<file path="config.mk">
export PLATFORM = sky130hd
export DESIGN_NAME = banked_mem_bist
export DESIGN_NICKNAME = d
export VERILOG_FILES = /design/src/rtl/bist_pkg.sv /design/src/rtl/bist_bank_order.sv /design/src/rtl/bist_err_log.sv /design/src/rtl/banked_mem_bist.sv
export SDC_FILE = /design/constraint.sdc
export NUM_CORES = 1
export LEC_CHECK = 0
export BUFFER_PORTS_ARGS = -buffer_cell sky130_fd_sc_hd__buf_2
export CAP_MARGIN = 20
export CORE_ASPECT_RATIO = 1.5
export CORE_UTILIZATION = 40
export DETAILED_ROUTE_END_ITERATION = 10
export PLACE_DENSITY = 0.69
export SYNTH_ARGS = -nofsm -noshare
export SYNTH_HDL_FRONTEND = slang
export SYNTH_SLANG_ARGS = --single-unit
export TNS_END_PERCENT = 20
</file>
<file path="constraint.sdc">
create_clock -name clk -period 3.1 [get_ports clk]
set_input_delay 0.155 -clock clk [delete_from_list [all_inputs] [get_ports clk]]
set_output_delay 0.155 -clock clk [all_outputs]
set_load 0.05 [all_outputs]
</file>
<file path="src/rtl/bist_pkg.sv">
package bist_pkg;

  typedef enum logic [1:0] {ST_IDLE, ST_SEL, ST_ACC, ST_DONE} bist_state_t;

  // Expected byte for a pass (0,1 checkerboard, 2 signature)
  function automatic logic [7:0] exp_byte(input logic [1:0] pass,
                                          input logic [7:0] bank,
                                          input logic [31:0] off);
    logic [7:0] r;
    case (pass)
      2'd0:    r = off[0] ? 8'hAA : 8'h55;
      2'd1:    r = off[0] ? 8'h55 : 8'hAA;
      default: r = off[7:0] ^ bank;
    endcase
    return r;
  endfunction

  // Tap mask of a maximal-length shift register, widths 2..8
  function automatic logic [7:0] lfsr_taps(input int w);
    logic [7:0] m;
    case (w)
      2:       m = 8'b0000_0011;
      3:       m = 8'b0000_0110;
      4:       m = 8'b0000_1100;
      5:       m = 8'b0001_0100;
      6:       m = 8'b0011_0000;
      7:       m = 8'b0110_0000;
      default: m = 8'b1011_1000;
    endcase
    return m;
  endfunction

endpackage

</file>
<file path="src/rtl/bist_bank_order.sv">
module bist_bank_order import bist_pkg::*; #(
  parameter int BANK_BITS = 6
) (
  input  logic                 clk,
  input  logic                 rst_n,
  input  logic                 load,
  input  logic [BANK_BITS-1:0] seed,
  input  logic                 adv,
  input  logic                 shuffle,
  input  logic [BANK_BITS-1:0] step,
  output logic [BANK_BITS-1:0] bank
);
  localparam logic [7:0] TAPS8 = lfsr_taps(BANK_BITS);
  localparam logic [BANK_BITS-1:0] TAPS = TAPS8[BANK_BITS-1:0];
  localparam logic [BANK_BITS-1:0] ONE = BANK_BITS'(1);

  logic [BANK_BITS-1:0] lfsr_q;
  logic [BANK_BITS-1:0] lfsr_nxt;
  logic                 fb;

  assign fb       = ^(lfsr_q & TAPS);
  assign lfsr_nxt = {lfsr_q[BANK_BITS-2:0], fb};

  always_ff @(posedge clk or negedge rst_n) begin
    if (!rst_n)    lfsr_q <= ONE;
    else if (load) lfsr_q <= (seed == '0) ? ONE : seed;
    else if (adv)  lfsr_q <= lfsr_nxt;
  end

  generate
    if (BANK_BITS > 1) begin : g_order
      assign bank = !shuffle ? step : ((step == '0) ? '0 : lfsr_q);
    end else begin : g_single
      assign bank = step;
    end
  endgenerate

  AST_LFSR_NONZERO: assert property (@(posedge clk) disable iff (!rst_n)
    lfsr_q != '0);

endmodule

</file>
<file path="src/rtl/bist_err_log.sv">
module bist_err_log #(
  parameter int ERR_W     = 16,
  parameter int BANK_BITS = 6,
  parameter int OFF_BITS  = 14
) (
  input  logic                 clk,
  input  logic                 rst_n,
  input  logic                 clear,
  input  logic                 cmp_valid,
  input  logic [BANK_BITS-1:0] bank,
  input  logic [OFF_BITS-1:0]  off,
  input  logic [7:0]           exp_b,
  input  logic [7:0]           act_b,
  output logic [ERR_W-1:0]     err_count,
  output logic [BANK_BITS-1:0] first_bank,
  output logic [OFF_BITS-1:0]  first_off,
  output logic [7:0]           first_exp,
  output logic [7:0]           first_act
);
  localparam logic [ERR_W-1:0] ERR_MAX = {ERR_W{1'b1}};

  logic mismatch;
  logic seen_q;

  assign mismatch = cmp_valid && (exp_b != act_b);

  always_ff @(posedge clk or negedge rst_n) begin
    if (!rst_n) begin
      err_count <= '0; seen_q <= 1'b0;
      first_bank <= '0; first_off <= '0; first_exp <= '0; first_act <= '0;
    end else if (clear) begin
      err_count <= '0; seen_q <= 1'b0;
      first_bank <= '0; first_off <= '0; first_exp <= '0; first_act <= '0;
    end else if (mismatch) begin
      if (err_count != ERR_MAX) err_count <= err_count + 1'b1;
      if (!seen_q) begin
        seen_q     <= 1'b1;
        first_bank <= bank;
        first_off  <= off;
        first_exp  <= exp_b;
        first_act  <= act_b;
      end
    end
  end

  AST_ERR_SATURATE: assert property (@(posedge clk) disable iff (!rst_n)
    (err_count == ERR_MAX && !clear) |=> err_count == ERR_MAX);
  AST_ERR_STEP: assert property (@(posedge clk) disable iff (!rst_n)
    !clear |=> ({1'b0, err_count} == {1'b0, $past(err_count)} ||
                {1'b0, err_count} == {1'b0, $past(err_count)} + 1'b1));
  AST_FIRST_HOLD: assert property (@(posedge clk) disable iff (!rst_n)
    (seen_q && !clear) |=> ($stable(first_bank) && $stable(first_off) &&
                            $stable(first_exp) && $stable(first_act)));

endmodule

</file>
<file path="src/rtl/banked_mem_bist.sv">
module banked_mem_bist import bist_pkg::*; #(
  parameter int BANK_BITS = 6,
  parameter int OFF_BITS  = 14,
  parameter int ERR_W     = 16
) (
  input  logic                 clk,
  input  logic                 rst_n,
  input  logic                 start,
  input  logic [BANK_BITS-1:0] lfsr_seed,
  output logic                 busy,
  output logic                 done,
  output logic                 pass_ok,
  output logic [ERR_W-1:0]     err_count,
  output logic [BANK_BITS-1:0] err_bank,
  output logic [OFF_BITS-1:0]  err_offset,
  output logic [7:0]           err_expected,
  output logic [7:0]           err_actual,
  output logic                 mem_req,
  output logic                 mem_we,
  output logic                 mem_sel,
  output logic [OFF_BITS-1:0]  mem_addr,
  output logic [7:0]           mem_wdata,
  input  logic [7:0]           mem_rdata,
  input  logic                 mem_ack
);
  localparam logic [2:0]           LAST_PH  = 3'd5;
  localparam logic [BANK_BITS-1:0] BANK_MAX = {BANK_BITS{1'b1}};
  localparam logic [OFF_BITS-1:0]  OFF_MAX  = {OFF_BITS{1'b1}};

  bist_state_t          state_q;
  logic [2:0]           ph_q;
  logic [BANK_BITS-1:0] step_q;
  logic [OFF_BITS-1:0]  off_q;
  logic [BANK_BITS-1:0] cur_bank;
  logic [7:0]           pat_byte;

  // named internal events
  logic start_go, xfer, sel_xfer, data_xfer, off_last, bank_last;
  logic bank_end, phase_end, run_end, rd_phase, shuffle, cmp_valid, lfsr_adv;

  assign start_go  = start && (state_q == ST_IDLE || state_q == ST_DONE);
  assign xfer      = mem_req && mem_ack;
  assign sel_xfer  = xfer && (state_q == ST_SEL);
  assign data_xfer = xfer && (state_q == ST_ACC);
  assign off_last  = (off_q == OFF_MAX);
  assign bank_last = (step_q == BANK_MAX);
  assign bank_end  = data_xfer && off_last;
  assign phase_end = bank_end && bank_last;
  assign run_end   = phase_end && (ph_q == LAST_PH);
  assign rd_phase  = ph_q[0];
  assign shuffle   = (ph_q == LAST_PH);
  assign cmp_valid = data_xfer && rd_phase;
  assign lfsr_adv  = bank_end && shuffle && (step_q != '0);

  bist_bank_order #(.BANK_BITS(BANK_BITS)) u_order (
    .clk(clk), .rst_n(rst_n), .load(start_go), .seed(lfsr_seed),
    .adv(lfsr_adv), .shuffle(shuffle), .step(step_q), .bank(cur_bank)
  );

  assign pat_byte = exp_byte(ph_q[2:1], 8'(cur_bank), 32'(off_q));

  always_ff @(posedge clk or negedge rst_n) begin
    if (!rst_n) begin
      state_q <= ST_IDLE;
      ph_q    <= '0;
      step_q  <= '0;
      off_q   <= '0;
    end else begin
      case (state_q)
        ST_IDLE, ST_DONE: if (start_go) begin
          state_q <= ST_SEL;
          ph_q    <= '0;
          step_q  <= '0;
          off_q   <= '0;
        end
        ST_SEL: if (sel_xfer) state_q <= ST_ACC;
        ST_ACC: if (data_xfer) begin
          off_q <= off_q + 1'b1;
          if (off_last) begin
            step_q  <= step_q + 1'b1;
            state_q <= ST_SEL;
            if (bank_last) begin
              if (run_end) state_q <= ST_DONE;
              else         ph_q    <= ph_q + 1'b1;
            end
          end
        end
        default: state_q <= ST_IDLE;
      endcase
    end
  end

  assign busy      = (state_q == ST_SEL) || (state_q == ST_ACC);
  assign done      = (state_q == ST_DONE);
  assign mem_req   = busy;
  assign mem_sel   = (state_q == ST_SEL);
  assign mem_we    = mem_sel || !rd_phase;
  assign mem_addr  = mem_sel ? '0 : off_q;
  assign mem_wdata = mem_sel ? 8'(cur_bank) : (rd_phase ? 8'h00 : pat_byte);

  bist_err_log #(.ERR_W(ERR_W), .BANK_BITS(BANK_BITS), .OFF_BITS(OFF_BITS)) u_log (
    .clk(clk), .rst_n(rst_n), .clear(start_go), .cmp_valid(cmp_valid),
    .bank(cur_bank), .off(off_q), .exp_b(pat_byte), .act_b(mem_rdata),
    .err_count(err_count), .first_bank(err_bank), .first_off(err_offset),
    .first_exp(err_expected), .first_act(err_actual)
  );

  assign pass_ok = done && (err_count == '0);

  AST_REQ_HOLD: assert property (@(posedge clk) disable iff (!rst_n)
    (mem_req && !mem_ack) |=> (mem_req && $stable(mem_addr) && $stable(mem_wdata) &&
                               $stable(mem_we) && $stable(mem_sel)));
  AST_SEL_THEN_OFF0: assert property (@(posedge clk) disable iff (!rst_n)
    (xfer && mem_sel) |=> (mem_req && !mem_sel && mem_addr == '0));
  AST_DONE_QUIET: assert property (@(posedge clk) disable iff (!rst_n)
    done |-> !mem_req);
  AST_DONE_HELD: assert property (@(posedge clk) disable iff (!rst_n)
    (done && !start) |=> done);

endmodule

</file>
---- Word level (Yosys, flattened, before mapping) ----
Index checks and enable logic that the tools add are counted.
storage, ports and cells
  register bits ........................... 84
  logic and storage cells ................. 114
operators by class
  $add $sub $neg .......................... 4
  equal/unequal tests ..................... 16
  multiplexer cells ....................... 48
  bitwise gates (word level) .............. 1
  reduce and logical (&&, ||, !) cells .... 34
operator list
  operator                 number
  $mux W14                 6
  $mux W8                  10
  $mux W6                  11
  $mux W16                 3
  $pmux W14 S2             1
  $add A16 B1 Y16 const B  1
  $logic_not A16 Y1        1
  $ne A16 B16 Y1 const B   1
  $pmux W8 S2              1
  $mux W3                  5
  $add A14 B1 Y14 const B  1
  $eq A14 B14 Y1 const B   1
  $logic_and A1 B1 Y1      12
  $logic_not A6 Y1         2
  $mux W2                  6
  $ne A2 B2 Y1 const B     6
  $pmux W6 S2              1
  $ne A8 B8 Y1             1
  $reduce_and A4 Y1        2
  $reduce_bool A2 Y1       4
  $xor A8 B6 Y8            1
  $add A6 B1 Y6 const B    1
  $eq A6 B6 Y1 const B     1
  $pmux W2 S3              1
  other kinds (16)         23

---- Logic depth before layout (Yosys ltp) ----
  depth after elaboration ................. 12
  depth in mapped cells ................... 14
  depth with buffers taken out ............ 10

---- Hierarchy ----
From an unflattened synthesis, not the netlist that was laid out.
unflattened totals
  cell total of the unflattened synthesis .. 518
  area, all modules ....................... 4,942.2 sq um
by module, submodules not included
  module           times used  cells each  area an instance (sq um)  seq. area each (sq um)
  bist_err_log     1           234         2,542.4                   1,326.3
  banked_mem_bist  1           234         1,990.7                   625.6
  bist_bank_order  1           50          409.1                     151.4

---- Least setup slack after synthesis ----
Ideal clock, no wire load.
  path kind ............................... reg2reg
  start ................................... reg ph_q[1]
  end ..................................... reg u_log.first_bank[0]
  data arrival time ....................... 2.914 ns
  path slack .............................. 0.058 ns
  stages on the path, launching flop included .. 14
  period minus slack after synthesis ...... 3.042 ns
  cell sequence ........................... dfrtp_1 inv_1 ha_1 buf_4 mux2i_1 nor2_1 a211o_1 or4_1 o211ai_1 and4_4 buf_6 or3_1 buf_6 mux2_1
on the way
  longest elaborated chain between the ends .. 8
RTL lines
  item                          line                   RTL
  from (decl)                   banked_mem_bist.sv:31  logic [2:0] ph_q;
  from (signal assigned)        banked_mem_bist.sv:84  else ph_q <= ph_q + 1'b1;
  $eq A3 B3 Y1                  banked_mem_bist.sv:51  assign shuffle = (ph_q == LAST_PH);
  $mux W6                       bist_bank_order.sv:32  assign bank = !shuffle ? step : ((step == '0) ? '0 : lfsr_q);
  $xor A8 B6 Y8                 bist_pkg.sv:13         default: r = off[7:0] ^ bank;
  $pmux W8 S2                   bist_pkg.sv:10         case (pass)
  $ne A8 B8 Y1                  bist_err_log.sv:25     assign mismatch = cmp_valid && (exp_b != act_b);
  $logic_and A1 B1 Y1           bist_err_log.sv:25
  $reduce_bool A2 Y1 (no line)  --
  $reduce_and A2 Y1 (no line)   --
  to (signal assigned)          bist_err_log.sv:38     first_bank <= bank;
  to (decl)                     bist_err_log.sv:15     output logic [BANK_BITS-1:0] first_bank,
Several ways; a longest one is shown, not always the timed one. The select of a mux whose other input is x is not followed.
A chain may end at the register's enable or synchronous reset.

---- Worst setup path in the final report ----
  start ................................... reg ph_q[0]
  end ..................................... reg u_log.first_bank[2]
The elaborated chain is that of the path after synthesis.

==> metrics.cfg <==
[run]
cap_violations = 0

[logic_synthesis]
ys_warn_count = 0
async_flop_share = 1.00
ys_seq_area_frac = 0.413
synth-edff-count = 0
ys.flop_type = dfrtp_1
syn_inst = 575
synthTopCellsByArea = dfrtp_1 (41%), mux2i_1 (8.6%), nand2_1 (7.2%)
post-synth-top-area-cell = dfrtp_1
synth_fp_nets = 604
synth_top_cell_area_share = 0.408
avgSynthCellArea_um2 = 8.86
yosysUniqueCellTypes = 62
netlist_area_um2 = 5090
synth-seq-cells = 84

[clock_tree]
cts_buffer_depth = 2
htreeDepth = 3
clock_latency_ns = 0.35
clk_pin_slew_worst_paths_ns = 0.07
cts_made_buffers = 9
cts_tree = built
clock-sinks = 84
cts-root-buf = clkbuf_16

[floorplan]
die_x_um = 94.1
rows = 50
pin_count = 98
die_y_um = 140
start_util = 0.409
dieArea_um2 = 13200
design.core.area_um2 = 12400

[cells_and_area]
antenna_cells = 0
nets = 708
syn_to_final_growth_pct = 22.9
drive_gt1_frac = 0.243
n_fill_cell = 1187

[power_and_ir_drop]
p_sw_mw = 1.55
p_leak_nw = 3.19
clockPowerShare = 0.312
sw_frac_of_total = 0.406
p_per_area_nw_per_um2 = 609
p_comb_frac = 0.361
irDropWorstVdd_v = 0.000289
pwr-share-seq = 0.326
power.internal_mw = 2.26
power_mw = 3.81

[routing]
ant_nets = 0
wl_um = 14400
first_iter_violations = 249
routedWlPerCell_um = 17.2
dr.pass1.iters = 4
drc_errors = 0
viasPerCell = 5.52
vias = 4639

[sta]
holdWs_ns = 0.0887
slew_headroom = 0.415
finalSetupTns_ns = 0
worst_pin_slew_ns = 0.877
setup_ws_ns = 0.0655
skew_ns = 0.0117
post-route-min-period_ns = 3.03
fin_crit_sh = 0.979
grt_setup_unrepaired = yes
finalHoldViolCount = 0
setup_violations = 0
drv_slew = 0
fmax_mhz = 330

[critical_path]
path_cells = ha_4, buf_4, mux2i_4, o2bb2ai_2, a211o_1, or4_1, o211ai_1, and4_4, or3_4, buf_12, mux2_1
cp_max_fo = 6
cp.required_ns = 3.33
cp-end-kind = flip-flop
path_class = reg -> reg
setup.worst_path.start_class = flip-flop
crit_path_max_incr_delay_ns = 0.48
cp.arrival_ns = 3.26
critPathSlowestCell = or4_1

[global_routing]
gr-total-overflow = 0
grt_max_degree = 85
grt.total_usage = 0.226
antenna_found_initial = 0
grt_pass1_wl_um = 23100
grt_pass1_vias = 4687

[run_status]
status = complete, no violations

[min_path]
hold_class = in -> reg

[place]
port_buffers = 97
gp_congestion = 0.884
dp_hpwl_um = 10600
place_ws_ns = -0.00450

==> final cells by class <==
type | count | area, µm² | area share
multi-input cells | 422 | 2730 | 0.437
inverters | 38 | 143 | 0.0228
repair buffers | 124 | 756 | 0.121
clock buffers | 9 | 225 | 0.0360
flip-flops and latches | 84 | 2100 | 0.336
well taps | 156 | 195 | 0.0312
clock inverters | 7 | 103 | 0.0164
==> cells by family after synthesis <==
kind of cell / synth area share
AO/OA/AOI/OAI: 0.110
buffers and inverters: 0.0644
AND/OR/NAND/NOR: 0.233
XOR/XNOR: 0.0413
adder cells (fa/ha/maj): 0.0270
flip-flops: 0.413
multiplexers: 0.111
==> synth_stat cells, types with 2 or more instances <==
master and instances:
nor4_1 4, nor4b_1 3, nor3_1 15, nor2b_1 4
nand4_1 9, clkbuf_1 16, buf_8 3, dfrtp_1 83
xor2_1 4, o21ai_0 30, mux2_2 5, buf_2 4
nand3b_1 3, buf_4 4, mux2i_1 44, buf_1 2
inv_1 37, or3_1 14, and4_1 2, o31ai_1 4
o211ai_1 5, and2_1 8, ha_1 11, a211o_1 2
and3_1 11, a22o_1 6, or4_1 3, o21ai_2 2
and3b_1 2, nor2_1 47, nand2_1 98, buf_6 2
mux2_1 6, xnor2_1 20, nand3_1 19, a21oi_1 17
==> cell usage in the layout (no fill, tap or decap), types with 4 or more instances in the layout <==
| cell type | n |
|---|---|
| and3_1 | 11 |
| mux2_1 | 6 |
| nor4_1 | 4 |
| buf_4 | 23 |
| and2_1 | 8 |
| ha_1 | 9 |
| nand4_1 | 9 |
| a21oi_1 | 17 |
| nor2_1 | 46 |
| o31ai_1 | 4 |
| a22o_1 | 6 |
| mux2i_1 | 42 |
| mux2_2 | 5 |
| o211ai_1 | 5 |
| buf_2 | 96 |
| inv_1 | 36 |
| nor3_1 | 15 |
| xnor2_1 | 20 |
| clkbuf_16 | 10 |
| dfrtp_1 | 82 |
| nand2_1 | 97 |
| xor2_1 | 4 |
| nand3_1 | 19 |
| or3_1 | 13 |
| o21ai_0 | 30 |
==> timing repair <==
item / 4_1_cts / 5_1_grt
setup buffers: 0 / 1
hold buffers: 0 / 1
gates cloned: 0 / 1
hold endpoints to repair: 0 / 13
gates resized for setup: 1 / 15
pin swaps: 0 / 2
setup endpoints to repair: 17 / 51
==> critical path, delay by kind of cell (launching register included) <==
kind,cells,cell delay (ns)
and+or+nand+nor,3,0.92
AOI/OAI and AO/OA,3,0.58
muxes,2,0.52
DFF,1,0.42
buffers and inverters,2,0.28
adders and majority gates,1,0.19
==> final timing paths <==
check / start / endpoint / slack (ns) / cells after the start
setup / recovery: ph_q[0]$_DFFE_PN0P_ / u_log.first_bank[2]$_DFFE_PN0P_ / 0.07 / 11
setup reg to reg: ph_q[0]$_DFFE_PN0P_ / u_log.first_bank[2]$_DFFE_PN0P_ / 0.07 / 11
min in group asynchronous: rst_n / u_log.err_count[8]$_DFFE_PN0P_ / 0.20 / 2
hold reg to reg: u_log.first_off[12]$_DFFE_PN0P_ / u_log.first_off[12]$_DFFE_PN0P_ / 0.53 / 2
max in group asynchronous: rst_n / step_q[4]$_DFFE_PN0P_ / 2.25 / 3
hold / removal: mem_rdata[4] / u_log.first_act[4]$_DFFE_PN0P_ / 0.09 / 3
==> sequential cells by signal (all words and copies together), names as in the netlist <==
signal,flops
u_log.first_act,8
u_log.first_bank,6
u_log.first_exp,8
state_q,2
ph_q,3
u_order.lfsr_q,6
u_log.first_off,14
step_q,6
u_log.err_count,16
off_q,14
u_log.seen_q,1
==> per-layer routing <==
layer  share of wire  wire length, µm  GRT usage
met1            0.37             5340      0.243
met2            0.56             8030      0.421
met3           0.045              644     0.0402
met4           0.029              420     0.0996
met5               0                0          0
==> power groups by stage <==
| stage | Clock (mW) | Sequential [mW] | Combinational [mW] |
|---|---|---|---|
| after floorplan | 0 | 1.23 | 0.974 |
| after global placement | 0 | 1.26 | 1.31 |
| after detailed placement | 0 | 1.26 | 1.33 |
| after CTS | 1.22 | 1.24 | 1.34 |
| after global routing | 1.26 | 1.25 | 1.49 |
| final | 1.19 | 1.24 | 1.38 |
==> per-stage QoR <==
stage               area (µm²)  cells   util
finish                    6260    840  0.503
global route              6260    840  0.503
CTS                       6120    836  0.492
detailed placement        5790    820  0.465
global placement          5790    820  0.465
floorplan                 5090    575      -
No activity file was read; power rests on OpenSTA's default activity.
